==> config.mk <==
export PLATFORM = sky130hd
export DESIGN_NAME = vec_issue_seq
export DESIGN_NICKNAME = d
export VERILOG_FILES = /design/src/rtl/vseq_pkg.sv /design/src/rtl/vseq_step_ctr.sv /design/src/rtl/vseq_ctrl.sv /design/src/rtl/vseq_lane_map.sv /design/src/rtl/vec_issue_seq.sv
export SDC_FILE = /design/constraint.sdc
export NUM_CORES = 1
export LEC_CHECK = 0
export BUFFER_PORTS_ARGS = -buffer_cell sky130_fd_sc_hd__buf_2
export CELL_PAD_IN_SITES_DETAIL_PLACEMENT = 0
export CELL_PAD_IN_SITES_GLOBAL_PLACEMENT = 2
export CORE_MARGIN = 3
export CORE_UTILIZATION = 27
export CTS_BUF_LIST = sky130_fd_sc_hd__clkbuf_8 sky130_fd_sc_hd__clkbuf_16
export CTS_CLUSTER_DIAMETER = 50
export DETAILED_ROUTE_END_ITERATION = 7
export PLACE_DENSITY = 0.83
export SLEW_MARGIN = 30
export SYNTH_ARGS = -nofsm -noshare
export SYNTH_HDL_FRONTEND = slang
export SYNTH_SLANG_ARGS = --single-unit
==> constraint.sdc <==
create_clock -name clk -period 4.9 [get_ports clk]
set_input_delay 0 -clock clk [delete_from_list [all_inputs] [get_ports clk]]
set_output_delay 0 -clock clk [all_outputs]
set_load 0.005 [all_outputs]
==> src/rtl/vseq_pkg.sv <==
package vseq_pkg;
  localparam int DEF_LANES    = 6;
  localparam int DEF_IDXW     = 6;
  localparam int DEF_IMMW     = 32;
  localparam int DEF_IMM_STEP = 16;
  localparam int DEF_MAX_VLEN = 64;

  typedef enum logic {
    KIND_SCALAR = 1'b0,
    KIND_VECTOR = 1'b1
  } bundle_kind_e;
endpackage

==> src/rtl/vseq_step_ctr.sv <==
module vseq_step_ctr #(
  parameter int W    = 6,
  parameter int STEP = 6
) (
  input  logic         clk,
  input  logic         rst_n,
  input  logic         load,
  input  logic         step,
  input  logic [W-1:0] load_val,
  output logic [W-1:0] q
);
  localparam logic [W-1:0] STEP_W = W'(STEP);

  always_ff @(posedge clk) begin
    if (!rst_n)    q <= '0;
    else if (load) q <= load_val;
    else if (step) q <= q + STEP_W;
  end
endmodule

==> src/rtl/vseq_ctrl.sv <==
module vseq_ctrl
  import vseq_pkg::*;
#(
  parameter int LANES = DEF_LANES,
  parameter int VLW   = 7
) (
  input  logic           clk,
  input  logic           rst_n,
  input  logic           in_valid,
  input  logic           in_is_vec,
  input  logic [VLW-1:0] vlen,
  input  logic           out_ready,
  output logic           in_ready,
  output logic           out_valid,
  output logic           load,
  output logic           step,
  output logic           is_vec,
  output logic           last,
  output logic [VLW-1:0] rem
);
  localparam logic [VLW-1:0] LANES_V = VLW'(LANES);

  logic         busy_q;
  bundle_kind_e kind_q;
  logic         fire;

  assign in_ready  = !busy_q;
  assign out_valid = busy_q;
  assign load      = in_valid && in_ready;
  assign fire      = busy_q && out_ready;
  assign last      = (rem <= LANES_V);
  assign step      = fire && !last;
  assign is_vec    = (kind_q == KIND_VECTOR);

  always_ff @(posedge clk) begin
    if (!rst_n) begin
      busy_q <= 1'b0;
      kind_q <= KIND_SCALAR;
      rem    <= '0;
    end else if (load) begin
      kind_q <= in_is_vec ? KIND_VECTOR : KIND_SCALAR;
      rem    <= in_is_vec ? vlen : LANES_V;
      busy_q <= in_is_vec ? (vlen != '0) : 1'b1;
    end else if (fire) begin
      if (last) busy_q <= 1'b0;
      else      rem    <= rem - LANES_V;
    end
  end


  last_exit_chk: assert property (@(posedge clk) disable iff (!rst_n)
    (out_valid && out_ready && last) |=> !out_valid);


  zero_len_chk: assert property (@(posedge clk) disable iff (!rst_n)
    (load && in_is_vec && vlen == '0) |=> (!out_valid && in_ready));
endmodule

==> src/rtl/vseq_lane_map.sv <==
module vseq_lane_map #(
  parameter int LANES = 6,
  parameter int IDXW  = 6,
  parameter int VLW   = 7
) (
  input  logic [VLW-1:0]        rem,
  input  logic [IDXW-1:0]       rs_base,
  input  logic [IDXW-1:0]       rt_base,
  input  logic [IDXW-1:0]       rd_base,
  output logic [LANES-1:0]      mask,
  output logic [LANES*IDXW-1:0] rs_addr,
  output logic [LANES*IDXW-1:0] rt_addr,
  output logic [LANES*IDXW-1:0] rd_addr
);
  for (genvar l = 0; l < LANES; l++) begin : g_lane
    assign mask[l]                   = (rem > VLW'(l));
    assign rs_addr[l*IDXW +: IDXW]   = rs_base + IDXW'(l);
    assign rt_addr[l*IDXW +: IDXW]   = rt_base + IDXW'(l);
    assign rd_addr[l*IDXW +: IDXW]   = rd_base + IDXW'(l);
  end
endmodule

==> src/rtl/vec_issue_seq.sv <==
module vec_issue_seq
  import vseq_pkg::*;
#(
  parameter int LANES    = DEF_LANES,
  parameter int IDXW     = DEF_IDXW,
  parameter int IMMW     = DEF_IMMW,
  parameter int IMM_STEP = DEF_IMM_STEP,
  parameter int MAX_VLEN = DEF_MAX_VLEN,
  localparam int VLW     = $clog2(MAX_VLEN + 1)
) (
  input  logic                  clk,
  input  logic                  rst_n,
  input  logic                  in_valid,
  output logic                  in_ready,
  input  logic                  in_is_vec,
  input  logic [IDXW-1:0]       in_rs_idx,
  input  logic [IDXW-1:0]       in_rt_idx,
  input  logic [IDXW-1:0]       in_rd_idx,
  input  logic [IMMW-1:0]       in_imm,
  input  logic [VLW-1:0]        vlen,
  output logic                  out_valid,
  input  logic                  out_ready,
  output logic                  out_is_vec,
  output logic                  out_last,
  output logic [LANES-1:0]      out_lane_mask,
  output logic [LANES*IDXW-1:0] out_rs_addr,
  output logic [LANES*IDXW-1:0] out_rt_addr,
  output logic [LANES*IDXW-1:0] out_rd_addr,
  output logic [IMMW-1:0]       out_imm,
  output logic                  fetch_stall
);
  localparam int NIDX = 3;

  logic           load, step;
  logic [VLW-1:0] rem;
  logic [IDXW-1:0] idx_start [NIDX];
  logic [IDXW-1:0] idx_base  [NIDX];

  assign idx_start[0] = in_rs_idx;
  assign idx_start[1] = in_rt_idx;
  assign idx_start[2] = in_rd_idx;

  vseq_ctrl #(.LANES(LANES), .VLW(VLW)) u_ctrl (
    .clk(clk), .rst_n(rst_n), .in_valid(in_valid), .in_is_vec(in_is_vec),
    .vlen(vlen), .out_ready(out_ready), .in_ready(in_ready),
    .out_valid(out_valid), .load(load), .step(step), .is_vec(out_is_vec),
    .last(out_last), .rem(rem)
  );

  for (genvar k = 0; k < NIDX; k++) begin : g_idx
    vseq_step_ctr #(.W(IDXW), .STEP(LANES)) u_idx_ctr (
      .clk(clk), .rst_n(rst_n), .load(load), .step(step),
      .load_val(idx_start[k]), .q(idx_base[k])
    );
  end

  vseq_step_ctr #(.W(IMMW), .STEP(IMM_STEP)) u_imm_ctr (
    .clk(clk), .rst_n(rst_n), .load(load), .step(step),
    .load_val(in_imm), .q(out_imm)
  );

  vseq_lane_map #(.LANES(LANES), .IDXW(IDXW), .VLW(VLW)) u_map (
    .rem(rem), .rs_base(idx_base[0]), .rt_base(idx_base[1]),
    .rd_base(idx_base[2]), .mask(out_lane_mask), .rs_addr(out_rs_addr),
    .rt_addr(out_rt_addr), .rd_addr(out_rd_addr)
  );

  assign fetch_stall = out_valid && out_is_vec;


  hold_stable_chk: assert property (@(posedge clk) disable iff (!rst_n)
    (out_valid && !out_ready) |=> (out_valid && $stable(out_lane_mask) &&
      $stable(out_rs_addr) && $stable(out_rt_addr) && $stable(out_rd_addr) &&
      $stable(out_imm) && $stable(out_last)));


  idx_step_chk: assert property (@(posedge clk) disable iff (!rst_n)
    (out_valid && out_ready && !out_last) |=>
      (out_rs_addr[IDXW-1:0] == $past(out_rs_addr[IDXW-1:0]) + IDXW'(LANES)));


  imm_step_chk: assert property (@(posedge clk) disable iff (!rst_n)
    (out_valid && out_ready && !out_last) |=>
      (out_imm == $past(out_imm) + IMMW'(IMM_STEP)));


  full_mask_chk: assert property (@(posedge clk) disable iff (!rst_n)
    (out_valid && !out_last) |-> (out_lane_mask == '1));


  live_lane_chk: assert property (@(posedge clk) disable iff (!rst_n)
    out_valid |-> out_lane_mask[0]);


  scalar_one_chk: assert property (@(posedge clk) disable iff (!rst_n)
    (out_valid && !out_is_vec) |-> (out_last && out_lane_mask == '1 && !fetch_stall));


  stall_gate_chk: assert property (@(posedge clk) disable iff (!rst_n)
    fetch_stall |-> !in_ready);
endmodule

# == Word-level counts from Yosys, hierarchy flattened ==
# Index checks and enable logic that the tools add are counted.
# classes
addsub,20
n_lt_le_gt_ge,7
n_eq_ne,1
mux,17
reduce_logical,12
# op_table
op,n
32-bit 2-to-1 mux,2
6-bit by 3-bit adder with 6-bit output (second input constant),9
6-bit by 2-bit adder with 6-bit output (second input constant),6
6-bit 2-to-1 mux,6
32-bit by 5-bit adder with 32-bit output (second input constant),1
7-bit 2-to-1 mux,4
6-bit by 1-bit adder with 6-bit output (second input constant),3
7-bit by 1-bit greater-than comparator with 1-bit output (second input constant),2
7-bit by 2-bit greater-than comparator with 1-bit output (second input constant),2
7-bit by 3-bit greater-than comparator with 1-bit output (second input constant),2
7-bit by 3-bit less-or-equal comparator with 1-bit output (second input constant),1
7-bit nonzero test,1
7-bit by 3-bit subtractor with 7-bit output (second input constant),1
2-bit nonzero test,3
1-bit 2-to-1 mux,5
1-bit logical AND,4
2-bit AND reduction,2
1-bit logical NOT,2
2-bit by 1-bit inequality test with 1-bit output (second input constant),1
# word_totals
reg_bits,59
in_bits,62
out_inout_bits,151
word_cells,64

# == Longest topological paths before layout ==
# depth
depth_word,5
depth_mapped,7
mapped_depth_nobuf,6

# == Modules after synthesis ==
# A second synthesis with hierarchy kept.
# hier_totals
cells_unflattened,597
area_unflattened_um2,4777.1
# by_module_without_submodules
mod,n_inst,cells_each,area_per_inst_um2,seq_area_each_um2
vseq_step_ctr (u_imm_ctr),1,239,1908.1,640.6
vseq_lane_map,1,193,1418.9,0.0
vseq_step_ctr (g_idx[0].u_idx_ctr ...),3,32,292.8,120.1
vseq_ctrl,1,68,565.5,180.2
vec_issue_seq,1,1,6.3,0.0

# == Least setup slack after synthesis ==
# Ideal clock, no wire load.
# synth_timing
path_kind,register -> register
startpoint,register u_ctrl.rem[2]
endpoint,register u_imm_ctr.q[19]
setup_ns,0.074
t_arrival_ns,1.818
required_ns,4.826
path_slack_ns,3.008
path_stages_with_launch,8
n_path_buf,2
period_less_slack_ns,1.892
path_cell_list,dfxtp_1 -> ha_1 -> nand2_1 -> a21oi_1 -> clkbuf_1 -> clkbuf_1 -> o211ai_1 -> a31oi_1
# synth_between
elab_chain_len,4
# synth_lines
element,line,text
start: declaration,vseq_ctrl.sv:19,output logic [VLW-1:0] rem
start signal: assignment,vseq_ctrl.sv:42,rem <= in_is_vec ? vlen : LANES_V;
start signal: assignment,vseq_ctrl.sv:46,else rem <= rem - LANES_V;
7-bit by 3-bit less-or-equal comparator with 1-bit output,vseq_ctrl.sv:31,assign last = (rem <= LANES_V);
1-bit logical NOT,vseq_ctrl.sv:32,assign step = fire && !last;
1-bit logical AND,vseq_ctrl.sv:32,
2-bit nonzero test (no line),--,
end signal: assignment,vseq_step_ctr.sv:16,else if (load) q <= load_val;
end signal: assignment,vseq_step_ctr.sv:17,else if (step) q <= q + STEP_W;
end: declaration,vseq_step_ctr.sv:10,output logic [W-1:0] q
# Every way passes these cells.
# A chain may end at the register's enable or synchronous reset.

# == Final worst setup path ==
# layout_timing
startpoint,register u_ctrl.rem[2]
endpoint,register u_imm_ctr.q[31]
# Same word-level chain as after synthesis.

==> summary.txt <==
Worst setup path
  – Critical Path Source: u_ctrl.rem[2]
  – Crit path capture type: flip-flop
  – Worst R2R Path Depth: 6
  – Worst r2r src: u_ctrl.rem[2]
  – Arr. time, crit path: 2.69 ns
  – Worst EP required: 5.11 ns
  – Worst Setup Start Kind: flip-flop
  – Worst setup path end: u_imm_ctr.q[31]
  – Reg-to-reg slack, setup: 2.43 ns
  – Worst r2r dst: u_imm_ctr.q[31]
  – Critical path class: flip-flop to flip-flop
  – Critical Path Fanout Max: 22

Floorplanning
  – Row cnt: 47
  – Die X: 136 µm
  – Die Span Y: 136 µm
  – Initial Util: 27.7%
  – Core Area: 16600 µm²
  – # IOs: 213
  – Die area: 18600 µm²

STA
  – Clock Skews: 0.00487 ns
  – Minimum clock period: 2.47 ns
  – Fmax: 404 MHz
  – Fin. Hold Viols: 0
  – Pins Over Slew Limit: 0
  – Setup TNS: 0 ns
  – Slew headroom: 48.5%
  – RSZ-0062 raised after global routing: false
  – Least-Margin Pin Slew: 0.770 ns
  – Period Utilization, post-route: 50.5%
  – WHS: 0.00654 ns
  – Setup violations, final: 0

Logic synthesis
  – Ys flop type: dfxtp_1
  – Mapped Area: 4590 µm²
  – Post-synth ARST share: 0%
  – Mapped Cells: 595
  – Top post-synthesis cells by area: dfxtp_1 26%, ha_1 8.2%, nand2_1 6.6%, xnor2_1 6.5%, a21oi_1 4.4%
  – Syn. warnings: 0
  – Sequential-to-total area share from yosys stat: 25.8%
  – Yosys top cell area share: 25.8%
  – Syn_nets: 687
  – Synth unique cells: 57
  – Seq cells post-synth: 59
  – Area leader, netlist: dfxtp_1
  – Syn_area_per_cell: 7.71 µm²
  – Post-synth EDFFs: 0

Cells and area
  – Final #Nets: 898
  – Design area: 6380 µm²
  – Ant diodes: 0
  – Share of cells above drive strength 1: 29.8%
  – Final Util: 38.5%
  – Area Growth Syn to Fin: 39.2%

Job
  – # Max-Cap Violations: 0

Placed design
  – I/O Buffers: 212
  – Placer Congestion: 0.774
  – Final HPWL DP: 12200 µm
  – Area post-placement: 5660 µm²

Global routing
  – Global-route wire length before repair: 26300 µm
  – Total track usage: 17.8%
  – Initial antenna violation count: 0
  – Largest net degree at the start of global routing: 56
  – GR Overflow Total: 0
  – Vias in the first global route: 4973

Clock tree
  – Post-CTS sizing: 0
  – Clk buf depth: 2
  – Sink Count: 59
  – Clock Latency Late Sink: 0.33 ns
  – CTS tree: built
  – Clock-pin slew on the worst setup and hold paths: 0.05 ns
  – H-tree Lvls: 3
  – CTS Buf Count: 9
  – Clk root buf: clkbuf_16

Detailed routing
  – Total vias in the final route: 5142
  – DRC Markers: 0
  – Routed wire length: 17100 µm
  – Drt first pass iters: 4
  – DR vias/cell: 5.00
  – Routed Antenna Nets: 0
  – DR WL/cell: 16.7 µm
  – Iteration-0 DRC Markers: 192

Pwr
  – Pleak: 0.00287 µW
  – VDD IR max: 0.154 mV
  – Pwr Total: 1590 µW
  – Pwr/cell area: 249 nW/µm²

Hold path
  – HP Class: primary input to flip-flop

Status
  – Outcome: completed
[state kept, by name (all words and copies together), names as in the netlist]
signal and flops:
u_ctrl.is_vec 1, g_idx.u_idx_ctr.q 18, u_imm_ctr.q 32, u_ctrl.rem 7, u_ctrl.out_valid 1
[per-stage QoR]
step | setup WS (ns) | instances
3_3_place_gp | 2.35 | 966
4_1_cts | 2.42 | 1027
2_1_floorplan | 3.01 | 595
6_report | 2.43 | 1028
3_5_place_dp | 2.44 | 967
5_1_grt | 2.28 | 1028
[worst min path at each step]
stage	to	start	slack [ns]	cells after the start
2_1_floorplan	u_imm_ctr.q[0]	in_imm[0]	0.14	2
3_3_place_gp	u_imm_ctr.q[3]	in_imm[3]	0.24	3
3_5_place_dp	g_idx[1].u_idx_ctr.q[0]	in_rt_idx[0]	0.25	3
4_1_cts	g_idx[1].u_idx_ctr.q[5]	in_rt_idx[5]	0.0008	4
5_1_grt	g_idx[1].u_idx_ctr.q[5]	in_rt_idx[5]	0.01	4
6_report	u_imm_ctr.q[9]	in_imm[9]	0.007	4
[placed cells by master, fill, tap and decap left out, drive strengths merged, types with 11 or more instances in the layout]
master | Yosys | final
buf | 31 | 219
nand2 | 81 | 81
dfxtp | 59 | 59
dlygate4sd3 | 0 | 47
a21oi | 40 | 40
xnor2 | 34 | 34
ha | 30 | 30
inv | 24 | 27
nand3 | 26 | 26
o21ai | 22 | 22
a31oi | 20 | 20
nor2 | 18 | 18
xor2 | 17 | 17
or4 | 15 | 15
nand4 | 11 | 11
o211ai | 11 | 11
[repair_timing]
item / in CTS / in global routing
buffers inserted: 0 / 0
hold endpoints to repair: 45 / 0
setup endpoints to repair: 0 / 0
hold buffers: 47 / 0
[power by group]
| group | switching, µW | internal, µW |
|---|---|---|
| registers | 75.1 | 518 |
| logic | 220 | 218 |
| clock network | 216 | 341 |
[metal layers]
layer	GRT usage [%]	vias to the layer above	wire length [µm]
met5	0	-	0
met4	4.59	0	173
met3	2.85	13	942
met2	31.5	162	8230
met1	22.5	2431	7780
li1	-	2536	-
[layout make-up]
type,count,area [µm²]
well taps,220,275
flip-flops and latches,59,1180
multi-input cells,446,2980
clock buffers,10,239
inverters,24,90.1
repair buffers,266,1600
clock inverters,3,11.3
fillers,1819,10200
[Yosys cell counts (all sizes together) (8+ instances only)]
library cell / number
o31ai: 8
nor2: 18
dfxtp: 59
clkbuf: 35
or4: 15
inv: 24
nand2: 81
and4: 8
o21ai: 22
or3: 8
o211ai: 11
and3: 8
nand2b: 9
xnor2: 34
xor2: 17
nand4: 11
nand3: 26
buf: 31
a31oi: 20
a21oi: 40
and2: 10
ha: 30
[worst max-delay path, cell delays in order, from the launching register on]
cell and delay, ns:
dfxtp_1 0.47, ha_1 0.32, nand2_1 0.14, a21oi_4 0.66, buf_4 0.30, o21ai_0 0.10, a221o_1 0.35
[kinds of logic (layout without fill, tap and decap cells)]
logic type	Yosys count	after routing	share of synthesized area, %
and+or+nand+nor	213	213	24.1
adders and majority gates	30	30	8.19
DFF	59	59	25.8
muxes	4	4	0.873
xor gates and xnor gates	51	51	9.74
AOI/OAI and AO/OA	148	148	21.7
buffers and inverters	90	303	9.63
Power figures use the tool's default switching activity.
